[config.mk]
export PLATFORM = sky130hd
export DESIGN_NAME = eeprom_page_loader
export DESIGN_NICKNAME = d
export VERILOG_FILES = /design/src/rtl/epl_pkg.sv /design/src/rtl/epl_strobe_filter.sv /design/src/rtl/epl_power_gate.sv /design/src/rtl/epl_page_buffer.sv /design/src/rtl/eeprom_page_loader.sv
export SDC_FILE = /design/constraint.sdc
export NUM_CORES = 2
export LEC_CHECK = 0
export CAP_MARGIN = 20
export CELL_PAD_IN_SITES_DETAIL_PLACEMENT = 1
export CELL_PAD_IN_SITES_GLOBAL_PLACEMENT = 2
export CORE_UTILIZATION = 52
export CTS_BUF_LIST = sky130_fd_sc_hd__clkbuf_16
export DETAILED_ROUTE_END_ITERATION = 10
export DONT_BUFFER_PORTS = 1
export PLACE_DENSITY = 0.89
export SLEW_MARGIN = 10
export SYNTH_ARGS = -nofsm -noshare
export SYNTH_HDL_FRONTEND = slang
export SYNTH_HIERARCHICAL = 1
export SYNTH_SLANG_ARGS = --single-unit
[constraint.sdc]
create_clock -name clk -period 12.4 [get_ports clk]
set_clock_uncertainty 0.15 [all_clocks]
set_input_delay 2.48 -clock clk [delete_from_list [all_inputs] [get_ports clk]]
set_output_delay 2.48 -clock clk [all_outputs]
set_load 0.005 [all_outputs]
[src/rtl/epl_pkg.sv]
// Shared types of the page-write front end.
package epl_pkg;
    // Sequencing of the load window and the internal write period.
    typedef enum logic [1:0] {
        ST_IDLE = 2'd0,
        ST_LOAD = 2'd1,
        ST_BUSY = 2'd2
    } epl_state_e;
endpackage

[src/rtl/epl_strobe_filter.sv]
// Synchronizes N active-low strobes and reports each one as asserted only
// after GLITCH_CYC consecutive low samples; release is immediate.
// Assumes SYNC_STAGES >= 2 and GLITCH_CYC >= 1.
module epl_strobe_filter #(
    parameter int N           = 3,
    parameter int SYNC_STAGES = 2,
    parameter int GLITCH_CYC  = 2
) (
    input  logic         clk,
    input  logic         rst_n,
    input  logic [N-1:0] raw_n,
    output logic [N-1:0] low_q
);
    localparam int CW = $clog2(GLITCH_CYC + 1);
    localparam logic [CW-1:0] CMAX = CW'(GLITCH_CYC);

    for (genvar g = 0; g < N; g++) begin : g_lane
        logic [SYNC_STAGES-1:0] sync_q;
        logic [CW-1:0]          cnt_q;

        // Bring the strobe into the clock domain.
        always_ff @(posedge clk) begin
            if (!rst_n) sync_q <= '1;
            else        sync_q <= {sync_q[SYNC_STAGES-2:0], raw_n[g]};
        end

        // Count consecutive low samples, saturating at the filter length.
        always_ff @(posedge clk) begin
            if (!rst_n)                      cnt_q <= '0;
            else if (sync_q[SYNC_STAGES-1])  cnt_q <= '0;
            else if (cnt_q != CMAX)          cnt_q <= cnt_q + 1'b1;
        end

        assign low_q[g] = (cnt_q == CMAX);
    end
endmodule

[src/rtl/epl_power_gate.sv]
// Turns the asynchronous supply-settled level into a write permission that
// rises HOLD_CYC cycles after the synchronized level and drops at once.
module epl_power_gate #(
    parameter int SYNC_STAGES = 2,
    parameter int HOLD_CYC    = 1250000
) (
    input  logic clk,
    input  logic rst_n,
    input  logic pwr_i,
    output logic allow_o
);
    localparam int HW = $clog2(HOLD_CYC + 1);
    localparam logic [HW-1:0] HMAX = HW'(HOLD_CYC);

    logic [SYNC_STAGES-1:0] sync_q;
    logic [HW-1:0]          hold_q;

    // Synchronize the supply level.
    always_ff @(posedge clk) begin
        if (!rst_n) sync_q <= '0;
        else        sync_q <= {sync_q[SYNC_STAGES-2:0], pwr_i};
    end

    // Run the hold-off counter; permission only after it completes.
    always_ff @(posedge clk) begin
        if (!rst_n || !sync_q[SYNC_STAGES-1]) begin
            hold_q  <= '0;
            allow_o <= 1'b0;
        end else if (hold_q == HMAX) begin
            allow_o <= 1'b1;
        end else begin
            hold_q  <= hold_q + 1'b1;
        end
    end
endmodule

[src/rtl/epl_page_buffer.sv]
// One page of byte storage with a per-offset loaded flag and a count of
// distinct offsets. A write marked new_page discards all earlier flags.
module epl_page_buffer #(
    parameter int DATA_W = 8,
    parameter int PAGE_W = 7
) (
    input  logic              clk,
    input  logic              rst_n,
    input  logic              wr_en,
    input  logic              new_page,
    input  logic [PAGE_W-1:0] wr_off,
    input  logic [DATA_W-1:0] wr_data,
    input  logic [PAGE_W-1:0] rd_off,
    output logic [DATA_W-1:0] rd_data,
    output logic              rd_valid,
    output logic [PAGE_W:0]   count
);
    localparam int DEPTH = 1 << PAGE_W;

    logic [DATA_W-1:0] mem_q [DEPTH];
    logic [DEPTH-1:0]  mask_q;

    // Store the byte; contents need no reset because flags qualify them.
    always_ff @(posedge clk) begin
        if (wr_en) mem_q[wr_off] <= wr_data;
    end

    // Track loaded offsets and their number.
    always_ff @(posedge clk) begin
        if (!rst_n) begin
            mask_q <= '0;
            count  <= '0;
        end else if (wr_en && new_page) begin
            mask_q <= DEPTH'(1) << wr_off;
            count  <= (PAGE_W+1)'(1);
        end else if (wr_en && !mask_q[wr_off]) begin
            mask_q[wr_off] <= 1'b1;
            count          <= count + 1'b1;
        end
    end

    assign rd_data  = mem_q[rd_off];
    assign rd_valid = mask_q[rd_off];
endmodule

[src/rtl/eeprom_page_loader.sv]
// Write front end of a page-mode byte EEPROM: qualifies strobes, latches
// address at pulse start and data at pulse end, fills a one-page buffer
// under a retriggerable load window, then runs a fixed busy period with
// inverted-MSB polling. Assumes address and data are stable for several
// cycles around strobe edges.
module eeprom_page_loader #(
    parameter int ADDR_W      = 17,
    parameter int DATA_W      = 8,
    parameter int PAGE_W      = 7,
    parameter int SYNC_STAGES = 2,
    parameter int GLITCH_CYC  = 2,
    parameter int MIN_PULSE   = 38,
    parameter int WINDOW_CYC  = 37500,
    parameter int WRITE_CYC   = 2500000,
    parameter int POWERUP_CYC = 1250000
) (
    input  logic                     clk,
    input  logic                     rst_n,
    input  logic                     pwr_good_i,
    input  logic                     cs_n_i,
    input  logic                     we_n_i,
    input  logic                     oe_n_i,
    input  logic [ADDR_W-1:0]        addr_i,
    input  logic [DATA_W-1:0]        din_i,
    input  logic [PAGE_W-1:0]        rd_off_i,
    output logic [DATA_W-1:0]        rd_data_o,
    output logic                     rd_valid_o,
    output logic                     load_open_o,
    output logic                     busy_o,
    output logic [ADDR_W-PAGE_W-1:0] page_o,
    output logic [PAGE_W:0]          count_o,
    output logic [DATA_W-1:0]        poll_o,
    output logic                     page_err_o
);
    import epl_pkg::*;

    localparam int PW  = ADDR_W + DATA_W;
    localparam int PCW = $clog2(MIN_PULSE + 1);
    localparam int WNW = $clog2(WINDOW_CYC + 1);
    localparam int WRW = $clog2(WRITE_CYC + 1);
    localparam logic [PCW-1:0] PULSE_MIN = PCW'(MIN_PULSE);
    localparam logic [WNW-1:0] WIN_LAST  = WNW'(WINDOW_CYC - 1);
    localparam logic [WRW-1:0] WR_LAST   = WRW'(WRITE_CYC - 1);

    logic [2:0]  low_f;
    logic        cs_low, we_low, oe_high, allow;
    logic [PW-1:0] pipe_q [SYNC_STAGES];
    logic [ADDR_W-1:0] cur_addr, lat_addr;
    logic [DATA_W-1:0] cur_data, last_q;
    logic        active, active_q, we_low_q, we_fall;
    logic [PCW-1:0] pulse_q;
    logic        accept, page_hit, store, page_open;
    epl_state_e  state_q;
    logic [WNW-1:0] win_q;
    logic [WRW-1:0] wr_q;

    epl_strobe_filter #(.N(3), .SYNC_STAGES(SYNC_STAGES), .GLITCH_CYC(GLITCH_CYC)) u_filt (
        .clk(clk), .rst_n(rst_n), .raw_n({oe_n_i, we_n_i, cs_n_i}), .low_q(low_f)
    );

    epl_power_gate #(.SYNC_STAGES(SYNC_STAGES), .HOLD_CYC(POWERUP_CYC)) u_pwr (
        .clk(clk), .rst_n(rst_n), .pwr_i(pwr_good_i), .allow_o(allow)
    );

    assign cs_low  = low_f[0];
    assign we_low  = low_f[1];
    assign oe_high = !low_f[2];

    // Delay address and data by the synchronizer depth to match strobes.
    always_ff @(posedge clk) begin
        if (!rst_n) begin
            for (int i = 0; i < SYNC_STAGES; i++) pipe_q[i] <= '0;
        end else begin
            pipe_q[0] <= {addr_i, din_i};
            for (int i = 1; i < SYNC_STAGES; i++) pipe_q[i] <= pipe_q[i-1];
        end
    end

    assign cur_addr = pipe_q[SYNC_STAGES-1][PW-1:DATA_W];
    assign cur_data = pipe_q[SYNC_STAGES-1][DATA_W-1:0];

    // Qualification of a write pulse and of a window trigger.
    assign active  = cs_low && we_low && oe_high && allow && (state_q != ST_BUSY);
    assign we_fall = we_low && !we_low_q && oe_high && allow && (state_q != ST_BUSY);
    assign accept  = active_q && !active && oe_high && allow &&
                     (state_q != ST_BUSY) && (pulse_q >= PULSE_MIN);
    assign page_hit = !page_open || (lat_addr[ADDR_W-1:PAGE_W] == page_o);
    assign store    = accept && page_hit;

    // Edge history, pulse width and address latch at pulse start.
    always_ff @(posedge clk) begin
        if (!rst_n) begin
            active_q <= 1'b0;
            we_low_q <= 1'b0;
            pulse_q  <= '0;
            lat_addr <= '0;
        end else begin
            active_q <= active;
            we_low_q <= we_low;
            if (active && !active_q) begin
                pulse_q  <= PCW'(1);
                lat_addr <= cur_addr;
            end else if (active && pulse_q != PULSE_MIN) begin
                pulse_q  <= pulse_q + 1'b1;
            end
        end
    end

    // Page lock, last byte and sticky wrong-page flag.
    always_ff @(posedge clk) begin
        if (!rst_n) begin
            page_o     <= '0;
            last_q     <= '0;
            page_err_o <= 1'b0;
        end else begin
            if (store && !page_open) page_o <= lat_addr[ADDR_W-1:PAGE_W];
            if (store)               last_q <= cur_data;
            if (accept && !page_hit) page_err_o <= 1'b1;
        end
    end

    // Load window, busy period and page-open bookkeeping.
    always_ff @(posedge clk) begin
        if (!rst_n) begin
            state_q   <= ST_IDLE;
            win_q     <= '0;
            wr_q      <= '0;
            page_open <= 1'b0;
        end else begin
            if (store) page_open <= 1'b1;
            case (state_q)
                ST_IDLE: begin
                    if (we_fall || store) begin
                        state_q <= ST_LOAD;
                        win_q   <= '0;
                    end
                end
                ST_LOAD: begin
                    if (we_fall || store) begin
                        win_q <= '0;
                    end else if (win_q >= WIN_LAST) begin
                        if (!active) begin
                            state_q <= page_open ? ST_BUSY : ST_IDLE;
                            wr_q    <= '0;
                        end
                    end else begin
                        win_q <= win_q + 1'b1;
                    end
                end
                ST_BUSY: begin
                    if (wr_q == WR_LAST) begin
                        state_q   <= ST_IDLE;
                        page_open <= 1'b0;
                    end else begin
                        wr_q <= wr_q + 1'b1;
                    end
                end
                default: state_q <= ST_IDLE;
            endcase
        end
    end

    epl_page_buffer #(.DATA_W(DATA_W), .PAGE_W(PAGE_W)) u_buf (
        .clk(clk), .rst_n(rst_n), .wr_en(store), .new_page(!page_open),
        .wr_off(lat_addr[PAGE_W-1:0]), .wr_data(cur_data),
        .rd_off(rd_off_i), .rd_data(rd_data_o), .rd_valid(rd_valid_o), .count(count_o)
    );

    assign busy_o      = (state_q == ST_BUSY);
    assign load_open_o = (state_q == ST_LOAD);
    assign poll_o      = busy_o ? {~last_q[DATA_W-1], last_q[DATA_W-2:0]} : last_q;
endmodule

After elaboration in Yosys (flattened, before gate mapping) --
Memories as Yosys holds them, arrays and structs flattened. Index checks and enable logic that the tools add are counted.
Storage, ports and cells: bits in registers 257, bits in writable memories 1074, input bits 38, output and inout bits 38, word-level logic and storage cells 148, memories 2
Cells by class: add/subtract/negate cells 8, $lt $le $gt $ge 5, equal/unequal tests 20, shift-type cells 1, muxes and demuxes 38, bitwise operators 5, reductions and logical operators 45
Memory list:
- u_buf.mem_q | words 128, bits a word 8, rd ports 1, clocked after Yosys merged registers in 0, write ports 1, line epl_page_buffer.sv:20 | logic [DATA_W-1:0] mem_q [DEPTH];
- pipe_q | words 2, bits a word 25, rd ports 2, clocked after Yosys merged registers in 0, write ports 2, line eeprom_page_loader.sv:47 | logic [PW-1:0] pipe_q [SYNC_STAGES];
Operator list (number):
- 2-to-1 mux 128 bit | 2
- bitwise OR 128 bit | 1
- << shifter 1 x 7 -> 128 bit (first input constant) | 1
- 2-to-1 mux 22 bit | 4
- 2-to-1 mux 25 bit | 2
- 2-to-1 mux 16 bit | 3
- case mux 22 bit (2 select lines) | 1
- case mux 16 bit (2 select lines) | 1
- adder 22 x 1 -> 22 bit (second input constant) | 1
- == test 22 bit (second input constant) | 1
- adder 21 x 1 -> 21 bit (second input constant) | 1
- == test 21 bit (second input constant) | 1
- logical AND 1 bit | 20
- adder 16 x 1 -> 16 bit (second input constant) | 1
- >= comparator 16 bit (second input constant) | 1
- less-than comparator 7 x 8 -> 1 bit (second input constant) | 2
- != test 2 bit (second input constant) | 8
- binary-select mux 1 bit (select 7 bit) | 2
- 2-to-1 mux 1 bit | 14
- 2-to-1 mux 2 bit | 6
- == test 10 bit | 1
- AND reduction 5 bit | 2
- OR reduction 2 bit | 5
- logical NOT 1 bit | 9
- other kinds (19) | 32

Logic depth before layout (Yosys ltp) --
depth after elaboration 15, gate-level depth with buffers 14, depth with buffers taken out 11

Modules after synthesis --
The synthesis kept the hierarchy.
By module, submodules not included:
- epl_page_buffer | times used 1, cells an instance 2334, area an instance 46206.8 µm², seq. area each 33472.1 µm²
- eeprom_page_loader | times used 1, cells an instance 585, area an instance 5358.9 µm², seq. area each 2702.6 µm²
- epl_power_gate | times used 1, cells an instance 128, area an instance 1097.3 µm², seq. area each 480.5 µm²
- epl_strobe_filter | times used 1, cells an instance 45, area an instance 466.7 µm², seq. area each 240.2 µm²

Worst setup path before layout --
OpenSTA, ideal clock, no wires.
path kind in2out, from in rd_off_i[0], to out rd_data_o[0], arrival time 5.282 ns, data required time 9.770 ns, path slack 4.488 ns, stages 7, path buffers 3, cell sequence clkbuf_1 -> buf_2 -> buf_1 -> mux4_2 -> mux4_2 -> mux4_2 -> mux2_2
Between the ends: cells in the longest elaborated chain, start to end 1
Ends and longest elaborated chain:
- from (decl) | line eeprom_page_loader.sv:25 | input logic [PAGE_W-1:0] rd_off_i,
- memory (128 x 8 bit)
- to (decl) | line eeprom_page_loader.sv:26 | output logic [DATA_W-1:0] rd_data_o,
No other way between the ends.

Worst setup path in the final report --
from in rd_off_i[1], to out rd_valid_o
Between the ends: cells in the longest elaborated chain, start to end 2
Ends and longest elaborated chain:
- binary-select mux 1 bit (select 7 bit) | line epl_page_buffer.sv:43 | assign rd_valid = mask_q[rd_off];
- 2-to-1 mux 1 bit (not written as such) | line epl_page_buffer.sv:43
- to (decl) | line eeprom_page_loader.sv:27 | output logic rd_valid_o,
No other way between the ends. The select of a mux whose other input is x is not followed.

==> run metrics <==
Filler cells 8970; CTS tree built; Root Driver clkbuf_16; max_cap viols 0; sw frac between 20 and 25%; layout cells sized above 1 approximately 22%; clock buffer depth 3; unique cell type count in the Yosys netlist 84; Seq pwr share a little over half; #FFs+latches synth between 1000 and 1500; Total Nets Final roughly 3100; Clock power frac 46.0%; status finished clean; die height about 320 um; post_cts resized 0; Synth async-reset ratio 0%; Storage cell area between 30000 and 40000 sq um; fmax around 120 MHz; CTS Buf Count 137; CTS clk-pin slew, worst paths 0.05 ns; setup_tns 0 ns; Tmin final a little over 8 ns; Rel. slew slack just under 6%; YS warnings 6; initial antenna violation count 1; Initial Util 52.7%; DP HPWL 81800 um; Synth Cell Area about 53000 sq um; Leakage 20.8 nW; WHS 0.265 ns; global route total overflow 0; Tcrit/Tclk final about two thirds; worst-case reg-to-reg path depth 8; number of flops mapped to enable cells by yosys roughly 1000; Core Region about 100000 sq um; # DRC 0; routed vias/inst around 6.6; Via Count about 30000; syn avg cell area roughly 17 sq um; WL final approximately 140000 um; initial DRC count about 3800; Setup CP Type in -> out; Die Wd approximately 320 um; H-tree depth 4; Top Ports 76; port buffer count 0; top_reg_cell synth edfxtp_1; measured slew at the worst slew-check pin 1.41 ns; first-pass GRT wire length ~210000 um; die area slightly above 100000 sq um; setup bufs post-CTS 0; Area Growth Syn to Fin 11.2%; Post-Syn Nets around 3100; wire per inst approximately 32 um; Power Density 156 nW/um^2; Worst EP arrival 5.46 ns; Worst Setup End Kind output pin; endpoints failing setup 0; startpoint types primary input; clock sink count 1331; largest net degree at the start of global routing slightly below 300; Crit Path Max Fanout 288; Final Hold Viols 0; RSZ-0062 raised after global routing false; number of nets with antenna violations after routing 0; detailed-router iteration count before antenna repair 5; WHS Path Cells 1; vias in the first global route 31200; routability cong. between 0.8 and 0.9; Combinational Power Share about 1.8%; clk_lat worst skew approximately 0.75 ns; Hold Path Class reg -> reg; Row Count 116; post-synthesis sequential area ratio 69.4%; Tot GR Track Use between 20% and 30%; area of the multi-input gates ~15000 sq um; Int Power 7.33 mW; max-slew violations 0; Sw Pwr ~1.9 mW; Syn Inst Count between 3000 and 4000; Max IR drop VDD approximately 0.00010 V; Hold Buf Count CTS 0; Worst Path Required between 9 and 10 ns
-- synth_stat cells (all sizes together) (4+ instances only) --
cell type | instances | area share, %
nand2 | 221 | 1.6
xor2 | 12 | 0.20
mux2 | 18 | 0.38
buf | 65 | 0.64
a31o | 11 | 0.18
a221o | 6 | 0.11
or4 | 20 | 0.28
and3 | 24 | 0.28
or3 | 13 | 0.16
ha | 13 | 0.31
nor3b | 6 | 0.085
o211ai | 4 | 0.057
o21a | 5 | 0.073
xnor2 | 19 | 0.31
and3b | 6 | 0.099
mux2i | 24 | 0.45
and2 | 62 | 0.73
nor4 | 5 | 0.087
a31oi | 18 | 0.21
a211o | 4 | 0.066
dfxtp | 307 | 12
a41oi | 5 | 0.097
nand2b | 14 | 0.16
edfxtp | 1024 | 58
mux4 | 400 | 17
nand3 | 54 | 0.52
or2 | 6 | 0.071
clkbuf | 128 | 0.90
a211oi | 7 | 0.12
nor3 | 24 | 0.23
a21oi | 79 | 0.76
nor2 | 226 | 1.6
o21ai | 153 | 1.4
inv | 21 | 0.15
nand3b | 4 | 0.057
nand4 | 24 | 0.29
nor2b | 11 | 0.13
-- flip-flops by register name, indices dropped and copies added, names as in the netlist, 8 cells and up --
signal / flops
last_q: 8
win_q: 16
u_pwr/hold_q: 21
u_buf/mem_q: 1024
lat_addr: 17
u_buf/count: 8
pipe_q: 50
u_buf/mask_q: 128
page_o: 10
wr_q: 22
-- layout make-up --
type	count	area share, %
Clock inverter	108	1.71
Tap cell	1357	2.87
Inverter	23	0.146
Antenna cell	2	0.00847
Multi-Input combinational cell	1545	26.0
Timing Repair Buffer	46	0.718
Clock buffer	143	6.06
Sequential cell	1331	62.5
-- path summary, 6_finish.rpt --
path	startpoint	to	slack (ns)
worst max-delay path	rd_off_i[1]	rd_valid_o	4.31
worst max register to register	lat_addr[1]	u_buf/mask_q[2]	7.86
worst min register to register	u_filt/g_lane[2].sync_q[0]	u_filt/g_lane[2].sync_q[1]	0.26
worst min-delay path	u_filt/g_lane[2].sync_q[0]	u_filt/g_lane[2].sync_q[1]	0.26
-- critical path: stages --
cell    delay [ns]
mux4_2        0.94
mux4_2        0.50
mux4_2        0.48
mux2_2        0.39
-- per-layer routing --
metal  GRT usage [%]  vias to the layer above  part of all wire (%)
met4            8.80                        0                   2.8
met5               0                        -                     0
li1                -                    12200                     -
met2            46.7                     1660                    50
met1            37.6                    15800                    38
met3            6.09                      230                   9.7
-- cells in the final DEF, fill, tap and decap left out, types with 12 or more instances in the layout --
master	synthesis	final
nor3_1	24	24
clkinv_2	0	19
a21oi_1	77	76
xor2_1	12	12
or4_1	20	20
xnor2_1	19	19
edfxtp_1	1024	1024
nand2_1	221	221
nand4_1	23	23
a31oi_1	18	18
dfxtp_1	307	297
buf_4	10	37
inv_1	21	41
and2_1	62	62
clkbuf_16	0	143
mux2_2	17	17
bufinv_16	0	17
nand2b_1	14	14
nor2_1	224	224
ha_1	13	13
and3_1	24	24
mux2i_1	24	24
nand3_1	53	53
clkinv_1	2	30
mux4_2	400	400
o21ai_0	144	143
-- stage by stage --
stage / power (mW) / area [sq um] / utilization (%) / setup WS [ns] / cells
after global routing: 9.39 / 59100 / 58.7 / 4.76 / 4553
after floorplan: 5.06 / 53100 / - / 4.49 / 3092
after global placement: 5.04 / 54300 / 53.9 / 5.12 / 4289
after CTS: 9.25 / 58900 / 58.5 / 5.11 / 4542
final: 9.20 / 59100 / 58.7 / 4.31 / 4555
after detailed placement: 5.05 / 54300 / 53.9 / 5.11 / 4291
-- cells by family after synthesis --
logic type               Yosys count  share of synthesized area, %
flip-flops                      1331                          69.4
adder cells (fa/ha/maj)           13                         0.306
buffers and inverters            216                          1.70
multiplexers                     442                          17.8
XOR/XNOR                          31                         0.511
AO/OA/AOI/OAI                    324                          3.64
AND/OR/NAND/NOR                  735                          6.61
-- power by group through the flow --
stage	registers (mW)	clock network (mW)	logic, mW
3_5_place_dp	4.90	0	0.158
3_3_place_gp	4.89	0	0.151
5_1_grt	4.80	4.43	0.170
6_report	4.80	4.23	0.170
4_1_cts	4.80	4.29	0.161
2_1_floorplan	4.91	0	0.156
Note: power is estimated with default switching activity, not from simulation.
